$ cat src/rtl/pkg_idle_pkg.sv
package pkg_idle_pkg;

    localparam int ST_W = 3;

    typedef enum logic [ST_W-1:0] {
        PS_C0  = 3'd0,
        PS_C1  = 3'd1,
        PS_C1E = 3'd2,
        PS_C3  = 3'd3,
        PS_C6  = 3'd6
    } pstate_e;

    typedef enum logic [1:0] {
        MD_RUN     = 2'd0,
        MD_RESTORE = 2'd1,
        MD_WAKE    = 2'd2
    } mode_e;

    // Map any 3-bit code to the deepest legal core state not deeper than it.
    function automatic pstate_e legalize(input logic [ST_W-1:0] code);
        pstate_e r;
        case (code)
            3'd0:           r = PS_C0;
            3'd1, 3'd2:     r = PS_C1;
            3'd3, 3'd4,
            3'd5:           r = PS_C3;
            default:        r = PS_C6;
        endcase
        return r;
    endfunction

    function automatic pstate_e shallower(input pstate_e a, input pstate_e b);
        return (a < b) ? a : b;
    endfunction

endpackage

$ cat src/rtl/idle_req_resolve.sv
module idle_req_resolve
    import pkg_idle_pkg::*;
#(
    parameter int NUM_CORES = 4
) (
    input  logic [NUM_CORES*ST_W-1:0] core_req,
    input  logic [NUM_CORES-1:0]      core_active,
    input  logic [ST_W-1:0]           plat_limit,
    input  logic                      plat_hold,
    input  logic                      c1e_en,
    output pstate_e                   resolved
);

    pstate_e eff   [NUM_CORES];
    pstate_e chain [NUM_CORES+1];
    pstate_e capped;

    assign chain[0] = PS_C6;

    // Minimum-reduction chain across active cores.
    for (genvar g = 0; g < NUM_CORES; g++) begin : g_core
        assign eff[g]     = core_active[g] ? legalize(core_req[g*ST_W +: ST_W]) : PS_C6;
        assign chain[g+1] = shallower(chain[g], eff[g]);
    end

    always_comb begin
        capped = shallower(chain[NUM_CORES], legalize(plat_limit));
        if (plat_hold) begin
            capped = shallower(capped, PS_C1);
        end
        resolved = capped;
        if (capped == PS_C1 && c1e_en) begin
            resolved = PS_C1E;
        end
    end

endmodule

$ cat src/rtl/brk_arbiter.sv
module brk_arbiter #(
    parameter int NUM_CORES = 4,
    localparam int IDX_W = (NUM_CORES > 1) ? $clog2(NUM_CORES) : 1
) (
    input  logic [NUM_CORES-1:0] core_brk,
    input  logic [NUM_CORES-1:0] core_brk_mask,
    input  logic                 mem_brk,
    output logic                 core_hit,
    output logic [IDX_W-1:0]     core_idx,
    output logic                 core_masked,
    output logic                 mem_hit
);

    always_comb begin
        core_hit = 1'b0;
        core_idx = '0;
        // Descending scan so the lowest-numbered core wins.
        for (int i = NUM_CORES - 1; i >= 0; i--) begin
            if (core_brk[i]) begin
                core_hit = 1'b1;
                core_idx = IDX_W'(i);
            end
        end
        core_masked = core_brk_mask[core_idx];
        mem_hit     = mem_brk & ~core_hit;
    end

endmodule

$ cat src/rtl/pkg_idle_coord.sv
module pkg_idle_coord
    import pkg_idle_pkg::*;
#(
    parameter int NUM_CORES = 4,
    localparam int IDX_W = (NUM_CORES > 1) ? $clog2(NUM_CORES) : 1
) (
    input  logic                      clk,
    input  logic                      rst_n,
    input  logic [NUM_CORES*3-1:0]    core_req,
    input  logic [NUM_CORES-1:0]      core_active,
    input  logic [2:0]                plat_limit,
    input  logic                      plat_hold,
    input  logic                      c1e_en,
    input  logic [NUM_CORES-1:0]      core_brk,
    input  logic [NUM_CORES-1:0]      core_brk_mask,
    input  logic                      mem_brk,
    output logic [2:0]                pkg_state,
    output logic                      dram_sr,
    output logic [NUM_CORES-1:0]      core_wake,
    output logic                      svc_strobe
);

    typedef struct packed {
        pstate_e              pkg;
        pstate_e              prev;
        mode_e                mode;
        logic [IDX_W-1:0]     tgt;
        logic [NUM_CORES-1:0] wake;
        logic                 svc;
        logic                 sr;
    } coord_t;

    coord_t st_d, st_q;

    pstate_e          resolved;
    logic             core_hit, core_masked, mem_hit;
    logic [IDX_W-1:0] core_idx;
    logic [ST_W-1:0]  tgt_code;
    logic             tgt_active;
    logic             tgt_released;

    idle_req_resolve #(.NUM_CORES(NUM_CORES)) u_resolve (
        .core_req    (core_req),
        .core_active (core_active),
        .plat_limit  (plat_limit),
        .plat_hold   (plat_hold),
        .c1e_en      (c1e_en),
        .resolved    (resolved)
    );

    brk_arbiter #(.NUM_CORES(NUM_CORES)) u_arb (
        .core_brk      (core_brk),
        .core_brk_mask (core_brk_mask),
        .mem_brk       (mem_brk),
        .core_hit      (core_hit),
        .core_idx      (core_idx),
        .core_masked   (core_masked),
        .mem_hit       (mem_hit)
    );

    // Select the request and activity of the core being woken.
    always_comb begin
        tgt_code   = '0;
        tgt_active = 1'b0;
        for (int i = 0; i < NUM_CORES; i++) begin
            if (IDX_W'(i) == st_q.tgt) begin
                tgt_code   = core_req[i*ST_W +: ST_W];
                tgt_active = core_active[i];
            end
        end
        tgt_released = !tgt_active || (legalize(tgt_code) == PS_C0);
    end

    always_comb begin
        st_d      = st_q;
        st_d.wake = '0;
        st_d.svc  = 1'b0;
        if (core_hit) begin
            if (st_q.mode == MD_RUN) begin
                st_d.prev = st_q.pkg;
            end
            st_d.pkg  = PS_C0;
            st_d.wake = NUM_CORES'(1) << core_idx;
            st_d.tgt  = core_idx;
            st_d.mode = core_masked ? MD_RESTORE : MD_WAKE;
        end else if (mem_hit) begin
            if (st_q.mode == MD_RUN) begin
                st_d.prev = st_q.pkg;
            end
            st_d.pkg  = PS_C0;
            st_d.svc  = 1'b1;
            st_d.mode = plat_hold ? MD_RUN : MD_RESTORE;
        end else begin
            case (st_q.mode)
                MD_RESTORE: begin
                    st_d.pkg  = shallower(st_q.prev, resolved);
                    st_d.mode = MD_RUN;
                end
                MD_WAKE: begin
                    if (tgt_released) begin
                        st_d.pkg  = resolved;
                        st_d.mode = MD_RUN;
                    end else begin
                        st_d.pkg  = PS_C0;
                    end
                end
                default: begin
                    st_d.pkg = resolved;
                end
            endcase
        end
        st_d.sr = (st_d.pkg == PS_C3) || (st_d.pkg == PS_C6);
    end

    always_ff @(posedge clk) begin
        if (!rst_n) begin
            st_q.pkg  <= PS_C0;
            st_q.prev <= PS_C0;
            st_q.mode <= MD_RUN;
            st_q.tgt  <= '0;
            st_q.wake <= '0;
            st_q.svc  <= 1'b0;
            st_q.sr   <= 1'b0;
        end else begin
            st_q <= st_d;
        end
    end

    assign pkg_state  = st_q.pkg;
    assign dram_sr    = st_q.sr;
    assign core_wake  = st_q.wake;
    assign svc_strobe = st_q.svc;

endmodule

$ cat config.mk
export PLATFORM = sky130hd
export DESIGN_NAME = pkg_idle_coord
export DESIGN_NICKNAME = d
export VERILOG_FILES = /design/src/rtl/pkg_idle_pkg.sv /design/src/rtl/idle_req_resolve.sv /design/src/rtl/brk_arbiter.sv /design/src/rtl/pkg_idle_coord.sv
export SDC_FILE = /design/constraint.sdc
export NUM_CORES = 1
export LEC_CHECK = 0
export ABC_AREA = 1
export BUFFER_PORTS_ARGS = -buffer_cell sky130_fd_sc_hd__buf_2
export CAP_MARGIN = 20
export CORE_UTILIZATION = 48
export CTS_CLUSTER_DIAMETER = 120
export DETAILED_ROUTE_END_ITERATION = 10
export PLACE_DENSITY = 0.86
export SYNTH_ARGS = -nofsm -noshare
export SYNTH_HDL_FRONTEND = slang
export SYNTH_SLANG_ARGS = --single-unit
export TNS_END_PERCENT = 5
$ cat constraint.sdc
create_clock -name clk -period 6 [get_ports clk]
set_clock_uncertainty 0.2 [all_clocks]
set_input_delay 0.9 -clock clk [delete_from_list [all_inputs] [get_ports clk]]
set_output_delay 0.9 -clock clk [all_outputs]
set_load 0.02 [all_outputs]
==> flow_results.xml, run 1 <==
<?xml version="1.0" encoding="UTF-8"?>
<metrics>
  <group name="clock_tree">
    <metric name="cts.hold.buffers_added" unit="">0</metric>
    <metric name="cts_root_buffer" unit="">sky130_fd_sc_hd__clkbuf_4</metric>
    <metric name="cts_max_level" unit="">1</metric>
    <metric name="cts.clk_slew.worst_paths" unit="ns">0.09</metric>
    <metric name="clock_latency" unit="ns">0.28</metric>
    <metric name="cts_made_buffers" unit="">3</metric>
    <metric name="tritoncts_num_sinks" unit="">16</metric>
    <metric name="cts_tree" unit="">done</metric>
    <metric name="clock_path_buffers" unit="">2</metric>
  </group>
  <group name="drt">
    <metric name="drt-met1-wl" unit="µm">1507</metric>
    <metric name="dr_wl_met2" unit="µm">1618</metric>
    <metric name="vias_per_cell" unit="">4.746</metric>
    <metric name="drt_drc_violations_left" unit="">0</metric>
    <metric name="postRouteWirelength" unit="µm">3225</metric>
    <metric name="detail_route.iter0.violations" unit="">22</metric>
    <metric name="top_metal_used" unit="">met3</metric>
    <metric name="drt-pass1-iter-count" unit="">4</metric>
    <metric name="antenna_violating_nets_post_route" unit="">0</metric>
    <metric name="post_drt_wl_per_cell" unit="µm">9.430</metric>
    <metric name="num_vias" unit="">1623</metric>
    <metric name="met3_length" unit="µm">99</metric>
  </group>
  <group name="worst_setup_path">
    <metric name="endpoint_kind" unit="">flop</metric>
    <metric name="rr_startpoint" unit="">st_q[12]</metric>
    <metric name="reg2reg_depth" unit="">11</metric>
    <metric name="reg2reg_slack" unit="ns">4.21</metric>
    <metric name="critPathKind" unit="">input pin to flop</metric>
    <metric name="crit_path_start_kind" unit="">input pin</metric>
    <metric name="worst_ep_arrival_time" unit="ns">5.54</metric>
    <metric name="cpLargestDelayFamily" unit="">simple AND/OR/NAND/NOR gates</metric>
    <metric name="critical_path.max_fanout" unit="">3</metric>
    <metric name="cp.depth" unit="">44</metric>
    <metric name="max_stage_delay_on_crit_path" unit="ns">0.32</metric>
    <metric name="terminus_of_the_critical_flop_to_flop_path" unit="">dram_sr</metric>
    <metric name="worst_path_max_delay_cell" unit="">sky130_fd_sc_hd__ha_1</metric>
    <metric name="worst-path-buf-inv" unit="">11</metric>
    <metric name="cp_data_required_time" unit="ns">5.98</metric>
  </group>
  <group name="synth">
    <metric name="post_synth_inst_count" unit="">253</metric>
    <metric name="synth_area_leaders" unit="">sky130_fd_sc_hd__dfxtp_1 20%, sky130_fd_sc_hd__ha_1 13%, sky130_fd_sc_hd__nand2_1 12%</metric>
    <metric name="ys.flop_type" unit="">sky130_fd_sc_hd__dfxtp_1</metric>
    <metric name="synth_most_common_cell" unit="">sky130_fd_sc_hd__nand2_1</metric>
    <metric name="synth.top_cell.area_share" unit="%">20.50</metric>
    <metric name="synth.yosys.seq_area_share" unit="%">20.50</metric>
    <metric name="synthArstFlopShare" unit="%">0</metric>
    <metric name="ys_warn_count" unit="">0</metric>
    <metric name="synth.distinct_cells" unit="">21</metric>
    <metric name="number_of_synthesized_flops_with_an_enable_pin" unit="">0</metric>
    <metric name="syn_area_per_cell" unit="µm²">6.177</metric>
    <metric name="synth_top_cell_by_area" unit="">sky130_fd_sc_hd__dfxtp_1</metric>
    <metric name="synth.cells.most_frequent" unit="">52 x sky130_fd_sc_hd__nand2_1, 50 x sky130_fd_sc_hd__inv_1, 25 x sky130_fd_sc_hd__nor2_1, 19 x sky130_fd_sc_hd__nand3_1, 18 x sky130_fd_sc_hd__a21oi_1</metric>
    <metric name="netlist_area" unit="mm²">0.001563</metric>
    <metric name="mappedNetlistNets" unit="">301</metric>
    <metric name="ys_seq_elements" unit="">16</metric>
  </group>
  <group name="pwr">
    <metric name="power.density" unit="mW/mm²">188.9</metric>
    <metric name="p_leak" unit="µW">0.001089</metric>
    <metric name="vdd.ir_drop.worst" unit="mV">0.09284</metric>
  </group>
  <group name="global_routing">
    <metric name="global_route_wire_length_before_repair" unit="µm">5616</metric>
    <metric name="grt_max_degree" unit="">9</metric>
    <metric name="overflow" unit="">0</metric>
    <metric name="grt_antenna_before_repair" unit="">0</metric>
    <metric name="globalRouteTotalUtil" unit="%">20.27</metric>
    <metric name="grt_pass1_vias" unit="">1479</metric>
  </group>
  <group name="placement">
    <metric name="port_buffers" unit="">40</metric>
    <metric name="gp_routability_congestion" unit="">0.8066</metric>
    <metric name="detailedPlacementHpwl" unit="µm">2756</metric>
    <metric name="placed_cell_area" unit="mm²">0.001826</metric>
    <metric name="post-place-ws" unit="ns">-0.01530</metric>
  </group>
  <group name="sta">
    <metric name="max_slew_margin" unit="%">75.91</metric>
    <metric name="hold_slack" unit="ns">0.2841</metric>
    <metric name="max_freq" unit="MHz">180.0</metric>
    <metric name="timing.final.setup_violations" unit="">0</metric>
    <metric name="min_period_over_period" unit="%">92.57</metric>
    <metric name="timing.final.crit_period" unit="ns">5.554</metric>
    <metric name="worstMarginPinSlew" unit="ns">0.3576</metric>
    <metric name="finalHoldViolations" unit="">0</metric>
    <metric name="final.setup.worst_slack" unit="ns">0.4459</metric>
    <metric name="final_max_slew_viol_count" unit="">0</metric>
  </group>
  <group name="cells_and_area">
    <metric name="final_cell_area" unit="mm²">0.001877</metric>
    <metric name="multi_input_logic_area" unit="mm²">0.001008</metric>
    <metric name="num-nets-final" unit="">348</metric>
    <metric name="n_antenna_cell" unit="">0</metric>
    <metric name="final.fill_count" unit="">311</metric>
    <metric name="area_delta_synth_final" unit="%">20.10</metric>
    <metric name="register_area" unit="µm²">320.3</metric>
    <metric name="final_layout_size_suffix_gt1_share" unit="%">29.19</metric>
  </group>
  <group name="worst_hold_path">
    <metric name="hold_crit_path_type" unit="">flop to flop</metric>
    <metric name="min_delay_path_depth" unit="">2</metric>
    <metric name="holdPathEnd" unit="">st_q[9]</metric>
    <metric name="hold_path.startpoint" unit="">st_q[9]</metric>
  </group>
  <group name="status">
    <metric name="run_status" unit="">completed</metric>
  </group>
  <group name="die">
    <metric name="start_util" unit="%">50.77</metric>
    <metric name="die_area" unit="mm²">0.003488</metric>
    <metric name="ios" unit="">41</metric>
    <metric name="die-height" unit="µm">59.06</metric>
    <metric name="placeableCoreArea" unit="mm²">0.003078</metric>
    <metric name="die_width" unit="µm">59.06</metric>
    <metric name="fp-row-count" unit="">20</metric>
  </group>
  <group name="flow_run">
    <metric name="cap_viol_max_count" unit="">0</metric>
  </group>
</metrics>
through the flow:
step | TNS [ns] | utilization, % | total power (µW) | std cells
final | 0 | 60.98 | 354.5 | 342
after CTS | 0 | 60.04 | 349.7 | 341
after global routing | -0.03520 | 60.98 | 386.6 | 342
after detailed placement | -0.01530 | 59.31 | 295.1 | 338
after global placement | 0 | 59.31 | 288.8 | 338
after floorplan | 0 | - | 242.2 | 253
how the worst max path moves through the flow:
stage | startpoint | endpoint | slack (ns)
2_1_floorplan | core_req[1] | dram_sr | 0.35
3_3_place_gp | core_req[1] | dram_sr | 0.15
3_5_place_dp | core_req[1] | dram_sr | -0.02
4_1_cts | core_req[1] | dram_sr | 0.27
5_1_grt | core_req[1] | dram_sr | -0.04
6_report | core_req[1] | dram_sr | 0.45
final cells by class:
cell class / instances / share of cell area (%)
multi-input cells: 176 / 53.73
flip-flops and latches: 16 / 17.07
well taps: 44 / 2.933
repair buffers: 49 / 14.27
inverters: 54 / 10.80
clock buffers: 3 / 1.200
registers in the layout (all words and copies together), names as in the netlist:
register	count
dram_sr	1
svc_strobe	1
st_q	7
pkg_state	3
core_wake	4
power by group:
part / total, µW / leakage [µW] / switching, µW / internal [µW]
clock network: 54.8 / 0.0000138 / 31.5 / 23.3
logic: 185 / 0.000944 / 108 / 77.6
registers: 115 / 0.000131 / 3.16 / 111
total: 354 / 0.00109 / 142 / 212
cell families after synthesis:
family                   synth area share (%)
buffers and inverters                   16.33
AO/OA/AOI/OAI                           15.05
adder cells (fa/ha/maj)                 12.81
flip-flops                              20.50
AND/OR/NAND/NOR                         35.31
worst reg2reg max path, cell delays in order (launching register included):
cell and delay, ns:
sky130_fd_sc_hd__dfxtp_1 0.35, sky130_fd_sc_hd__ha_1 0.33, sky130_fd_sc_hd__a21oi_2 0.21, sky130_fd_sc_hd__o21ai_1 0.08
sky130_fd_sc_hd__nand2_1 0.06, sky130_fd_sc_hd__nand3_1 0.06, sky130_fd_sc_hd__o21ai_1 0.10, sky130_fd_sc_hd__inv_1 0.05
sky130_fd_sc_hd__nand2_1 0.07, sky130_fd_sc_hd__inv_1 0.04, sky130_fd_sc_hd__nand3_1 0.08, sky130_fd_sc_hd__a21oi_2 0.06
repair_timing:
item	4_1_cts	5_1_grt
gates resized for setup	0	9
endpoints found under the setup margin	0	4
setup buffers	0	1
layout by cell type (no fill, tap or decap):
| cell | n |
|---|---|
| sky130_fd_sc_hd__a211oi_1 | 1 |
| sky130_fd_sc_hd__a21oi_1 | 13 |
| sky130_fd_sc_hd__a21oi_2 | 8 |
| sky130_fd_sc_hd__a21oi_4 | 1 |
| sky130_fd_sc_hd__buf_2 | 40 |
| sky130_fd_sc_hd__buf_4 | 9 |
| sky130_fd_sc_hd__clkbuf_4 | 3 |
| sky130_fd_sc_hd__dfxtp_1 | 16 |
| sky130_fd_sc_hd__ha_1 | 16 |
| sky130_fd_sc_hd__inv_1 | 50 |
| sky130_fd_sc_hd__inv_2 | 4 |
| sky130_fd_sc_hd__nand2_1 | 52 |
| sky130_fd_sc_hd__nand2_2 | 13 |
| sky130_fd_sc_hd__nand3_1 | 19 |
| sky130_fd_sc_hd__nand3_2 | 6 |
| sky130_fd_sc_hd__nor2_1 | 24 |
| sky130_fd_sc_hd__nor2_2 | 2 |
| sky130_fd_sc_hd__nor3_1 | 4 |
| sky130_fd_sc_hd__o21ai_0 | 10 |
| sky130_fd_sc_hd__o21ai_1 | 4 |
| sky130_fd_sc_hd__o21ai_2 | 1 |
| sky130_fd_sc_hd__o21bai_1 | 1 |
| sky130_fd_sc_hd__o221ai_1 | 1 |
metal layers:
metal  GRT usage [%]  up-vias
met4           2.041        0
li1                -      874
met1           24.77      715
met3           3.930        0
met2           37.66       34
met5               0        -
Power figures use the tool's default switching activity.
==> run 2: changes to the inputs <==
--- a/config.mk
+++ b/config.mk
@@ -8,10 +8,12 @@
 export ABC_AREA = 1
 export BUFFER_PORTS_ARGS = -buffer_cell sky130_fd_sc_hd__buf_2
 export CAP_MARGIN = 20
-export CORE_UTILIZATION = 48
+export CORE_UTILIZATION = 49
+export CTS_BUF_LIST = sky130_fd_sc_hd__clkbuf_4
 export CTS_CLUSTER_DIAMETER = 120
 export DETAILED_ROUTE_END_ITERATION = 10
-export PLACE_DENSITY = 0.86
+export MAX_ROUTING_LAYER = met4
+export PLACE_DENSITY = 0.87
 export SYNTH_ARGS = -nofsm -noshare
 export SYNTH_HDL_FRONTEND = slang
 export SYNTH_SLANG_ARGS = --single-unit
==> flow_results.xml, run 2 (synthesis results as in run 1) <==
<?xml version="1.0" encoding="UTF-8"?>
<metrics>
  <group name="status">
    <metric name="run_status" unit="">completed</metric>
  </group>
  <group name="cells_and_area">
    <metric name="most-common-layout-cells" unit="">52 x sky130_fd_sc_hd__nand2_1, 50 x sky130_fd_sc_hd__inv_1, 40 x sky130_fd_sc_hd__buf_2</metric>
    <metric name="largest_register" unit="">st_q</metric>
    <metric name="layout.cells.most_common" unit="">sky130_fd_sc_hd__nand2_1</metric>
    <metric name="final_layout_size_suffix_gt1_share" unit="%">26.80</metric>
    <metric name="largest_register_ffs" unit="">7</metric>
    <metric name="final.fill_count" unit="">303</metric>
    <metric name="n_antenna_cell" unit="">0</metric>
    <metric name="fin_cells" unit="">335</metric>
    <metric name="num-nets-final" unit="">341</metric>
    <metric name="area_delta_synth_final" unit="%">16.33</metric>
  </group>
  <group name="sta">
    <metric name="min_period_over_period" unit="%">92.32</metric>
    <metric name="timing.final.setup_violations" unit="">0</metric>
    <metric name="finalHoldViolations" unit="">0</metric>
    <metric name="final_max_slew_viol_count" unit="">0</metric>
    <metric name="worstMarginPinSlew" unit="ns">0.3173</metric>
    <metric name="timing.final.crit_period" unit="ns">5.539</metric>
    <metric name="max_slew_margin" unit="%">78.85</metric>
    <metric name="max_freq" unit="MHz">180.5</metric>
    <metric name="setup_tns" unit="ns">0</metric>
  </group>
  <group name="placement">
    <metric name="port_buffers" unit="">40</metric>
    <metric name="numPlacedInstances" unit="">332</metric>
    <metric name="detailedPlacementHpwl" unit="µm">2617</metric>
    <metric name="gp_routability_congestion" unit="">0.8689</metric>
  </group>
  <group name="worst_setup_path">
    <metric name="crit_path_start_kind" unit="">input pin</metric>
    <metric name="worst-path-buf-inv" unit="">9</metric>
    <metric name="worst_ep_arrival_time" unit="ns">5.52</metric>
    <metric name="reg2reg_slack" unit="ns">4.19</metric>
    <metric name="worst_path_most_repeated_cell" unit="">sky130_fd_sc_hd__nand2_1</metric>
    <metric name="terminus_of_the_critical_flop_to_flop_path" unit="">dram_sr</metric>
    <metric name="cp_data_required_time" unit="ns">5.98</metric>
    <metric name="endpoint_kind" unit="">flop</metric>
    <metric name="max_stage_delay_on_crit_path" unit="ns">0.30</metric>
    <metric name="critical_path.max_fanout" unit="">4</metric>
    <metric name="reg2reg_depth" unit="">11</metric>
    <metric name="rr_startpoint" unit="">st_q[12]</metric>
    <metric name="critPathKind" unit="">input pin to flop</metric>
    <metric name="worst_path_max_delay_cell" unit="">sky130_fd_sc_hd__ha_1</metric>
    <metric name="cpLargestDelayFamily" unit="">compound AO/OA/AOI/OAI gates</metric>
  </group>
  <group name="worst_hold_path">
    <metric name="hold_crit_path_type" unit="">flop to flop</metric>
    <metric name="min_delay_path_depth" unit="">2</metric>
    <metric name="holdPathEnd" unit="">st_q[8]</metric>
    <metric name="hold_path.startpoint" unit="">st_q[8]</metric>
  </group>
  <group name="clock_tree">
    <metric name="cts.clk_slew.worst_paths" unit="ns">0.08</metric>
    <metric name="clock_path_buffers" unit="">2</metric>
    <metric name="clock_latency" unit="ns">0.28</metric>
    <metric name="cts.hold.buffers_added" unit="">0</metric>
    <metric name="post_cts_resized" unit="">0</metric>
    <metric name="cts_tree" unit="">done</metric>
    <metric name="tritoncts_num_sinks" unit="">16</metric>
    <metric name="cts_max_level" unit="">1</metric>
    <metric name="cts_made_buffers" unit="">3</metric>
    <metric name="post-cts-setup-buffers" unit="">0</metric>
    <metric name="cts_root_buffer" unit="">sky130_fd_sc_hd__clkbuf_4</metric>
  </group>
  <group name="drt">
    <metric name="postRouteWirelength" unit="µm">3233</metric>
    <metric name="antenna_violating_nets_post_route" unit="">0</metric>
    <metric name="vias_per_cell" unit="">4.782</metric>
    <metric name="num_vias" unit="">1602</metric>
    <metric name="detail_route.iter0.violations" unit="">52</metric>
    <metric name="drt_drc_violations_left" unit="">0</metric>
    <metric name="drt-pass1-iter-count" unit="">4</metric>
    <metric name="post_drt_wl_per_cell" unit="µm">9.651</metric>
  </group>
  <group name="flow_run">
    <metric name="cap_viol_max_count" unit="">0</metric>
  </group>
  <group name="global_routing">
    <metric name="global_route_wire_length_before_repair" unit="µm">5313</metric>
    <metric name="overflow" unit="">0</metric>
    <metric name="globalRouteTotalUtil" unit="%">20.13</metric>
    <metric name="grt_pass1_vias" unit="">1346</metric>
    <metric name="grt_max_degree" unit="">9</metric>
    <metric name="grt_antenna_before_repair" unit="">0</metric>
  </group>
  <group name="die">
    <metric name="placeableCoreArea" unit="mm²">0.003028</metric>
    <metric name="die_area" unit="mm²">0.003419</metric>
    <metric name="ios" unit="">41</metric>
    <metric name="die_width" unit="µm">58.48</metric>
    <metric name="start_util" unit="%">51.61</metric>
    <metric name="die-height" unit="µm">58.48</metric>
    <metric name="fp-row-count" unit="">20</metric>
  </group>
  <group name="pwr">
    <metric name="p_leak" unit="µW">0.001057</metric>
    <metric name="power.density" unit="mW/mm²">185.8</metric>
    <metric name="vdd.ir_drop.worst" unit="mV">0.09006</metric>
  </group>
</metrics>
[run 2: per-layer routing]
metal	routed length [µm]	vias up	global-route usage, %
li1	-	869	-
met1	1498	697	24.76
met2	1570	32	34.48
met3	136	4	5.055
met4	27	0	2.041
met5	0	-	-
[run 2: stage by stage]
step | area [µm²] | worst slack (ns) | utilization (%) | total power (µW) | hold WS, ns
2_1_floorplan | 1563 | 0.3512 | - | 242.2 | 0.2496
3_5_place_dp | 1780 | -0.08095 | 58.80 | 281.4 | 0.2723
6_report | 1818 | 0.4610 | 60.04 | 337.7 | 0.2847
4_1_cts | 1803 | 0.2125 | 59.55 | 334.6 | 0.2853
3_3_place_gp | 1780 | 0.1593 | 58.80 | 275.9 | 0.2721
5_1_grt | 1818 | -0.05246 | 60.04 | 370.0 | 0.3119
[run 2: worst register-to-register path: stages (launching register included)]
cell and delay [ns]:
sky130_fd_sc_hd__dfxtp_1 0.34, sky130_fd_sc_hd__ha_1 0.34, sky130_fd_sc_hd__a21oi_2 0.20, sky130_fd_sc_hd__o21ai_0 0.10, sky130_fd_sc_hd__nand2_1 0.06, sky130_fd_sc_hd__nand3_1 0.06
sky130_fd_sc_hd__o21ai_1 0.11, sky130_fd_sc_hd__inv_1 0.06, sky130_fd_sc_hd__nand2_1 0.07, sky130_fd_sc_hd__inv_1 0.04, sky130_fd_sc_hd__nand3_1 0.08, sky130_fd_sc_hd__a21oi_2 0.06
[run 2: cell type report]
cell class	count	area (µm²)	area share [%]
multi-input cells	176	1002	55.13
flip-flops and latches	16	320.3	17.62
repair buffers	42	215.2	11.84
well taps	44	55.05	3.028
inverters	54	202.7	11.15
clock buffers	3	22.52	1.239
[run 2: worst max-delay path by stage]
stage                start      end  slack (ns)  depth (start not counted)
3_5_place_dp   core_req[1]  dram_sr       -0.08                         40
3_3_place_gp   core_req[1]  dram_sr        0.16                         39
4_1_cts        core_req[1]  dram_sr        0.21                         40
6_report       core_req[1]  dram_sr        0.46                         43
2_1_floorplan  core_req[1]  dram_sr        0.35                         40
5_1_grt        core_req[1]  dram_sr       -0.05                         47
[run 2: power breakdown]
group          internal [µW]  switching, µW
Combinational           65.1            105
Clock                   23.3           29.4
Sequential               111           3.23
Total                    200            138
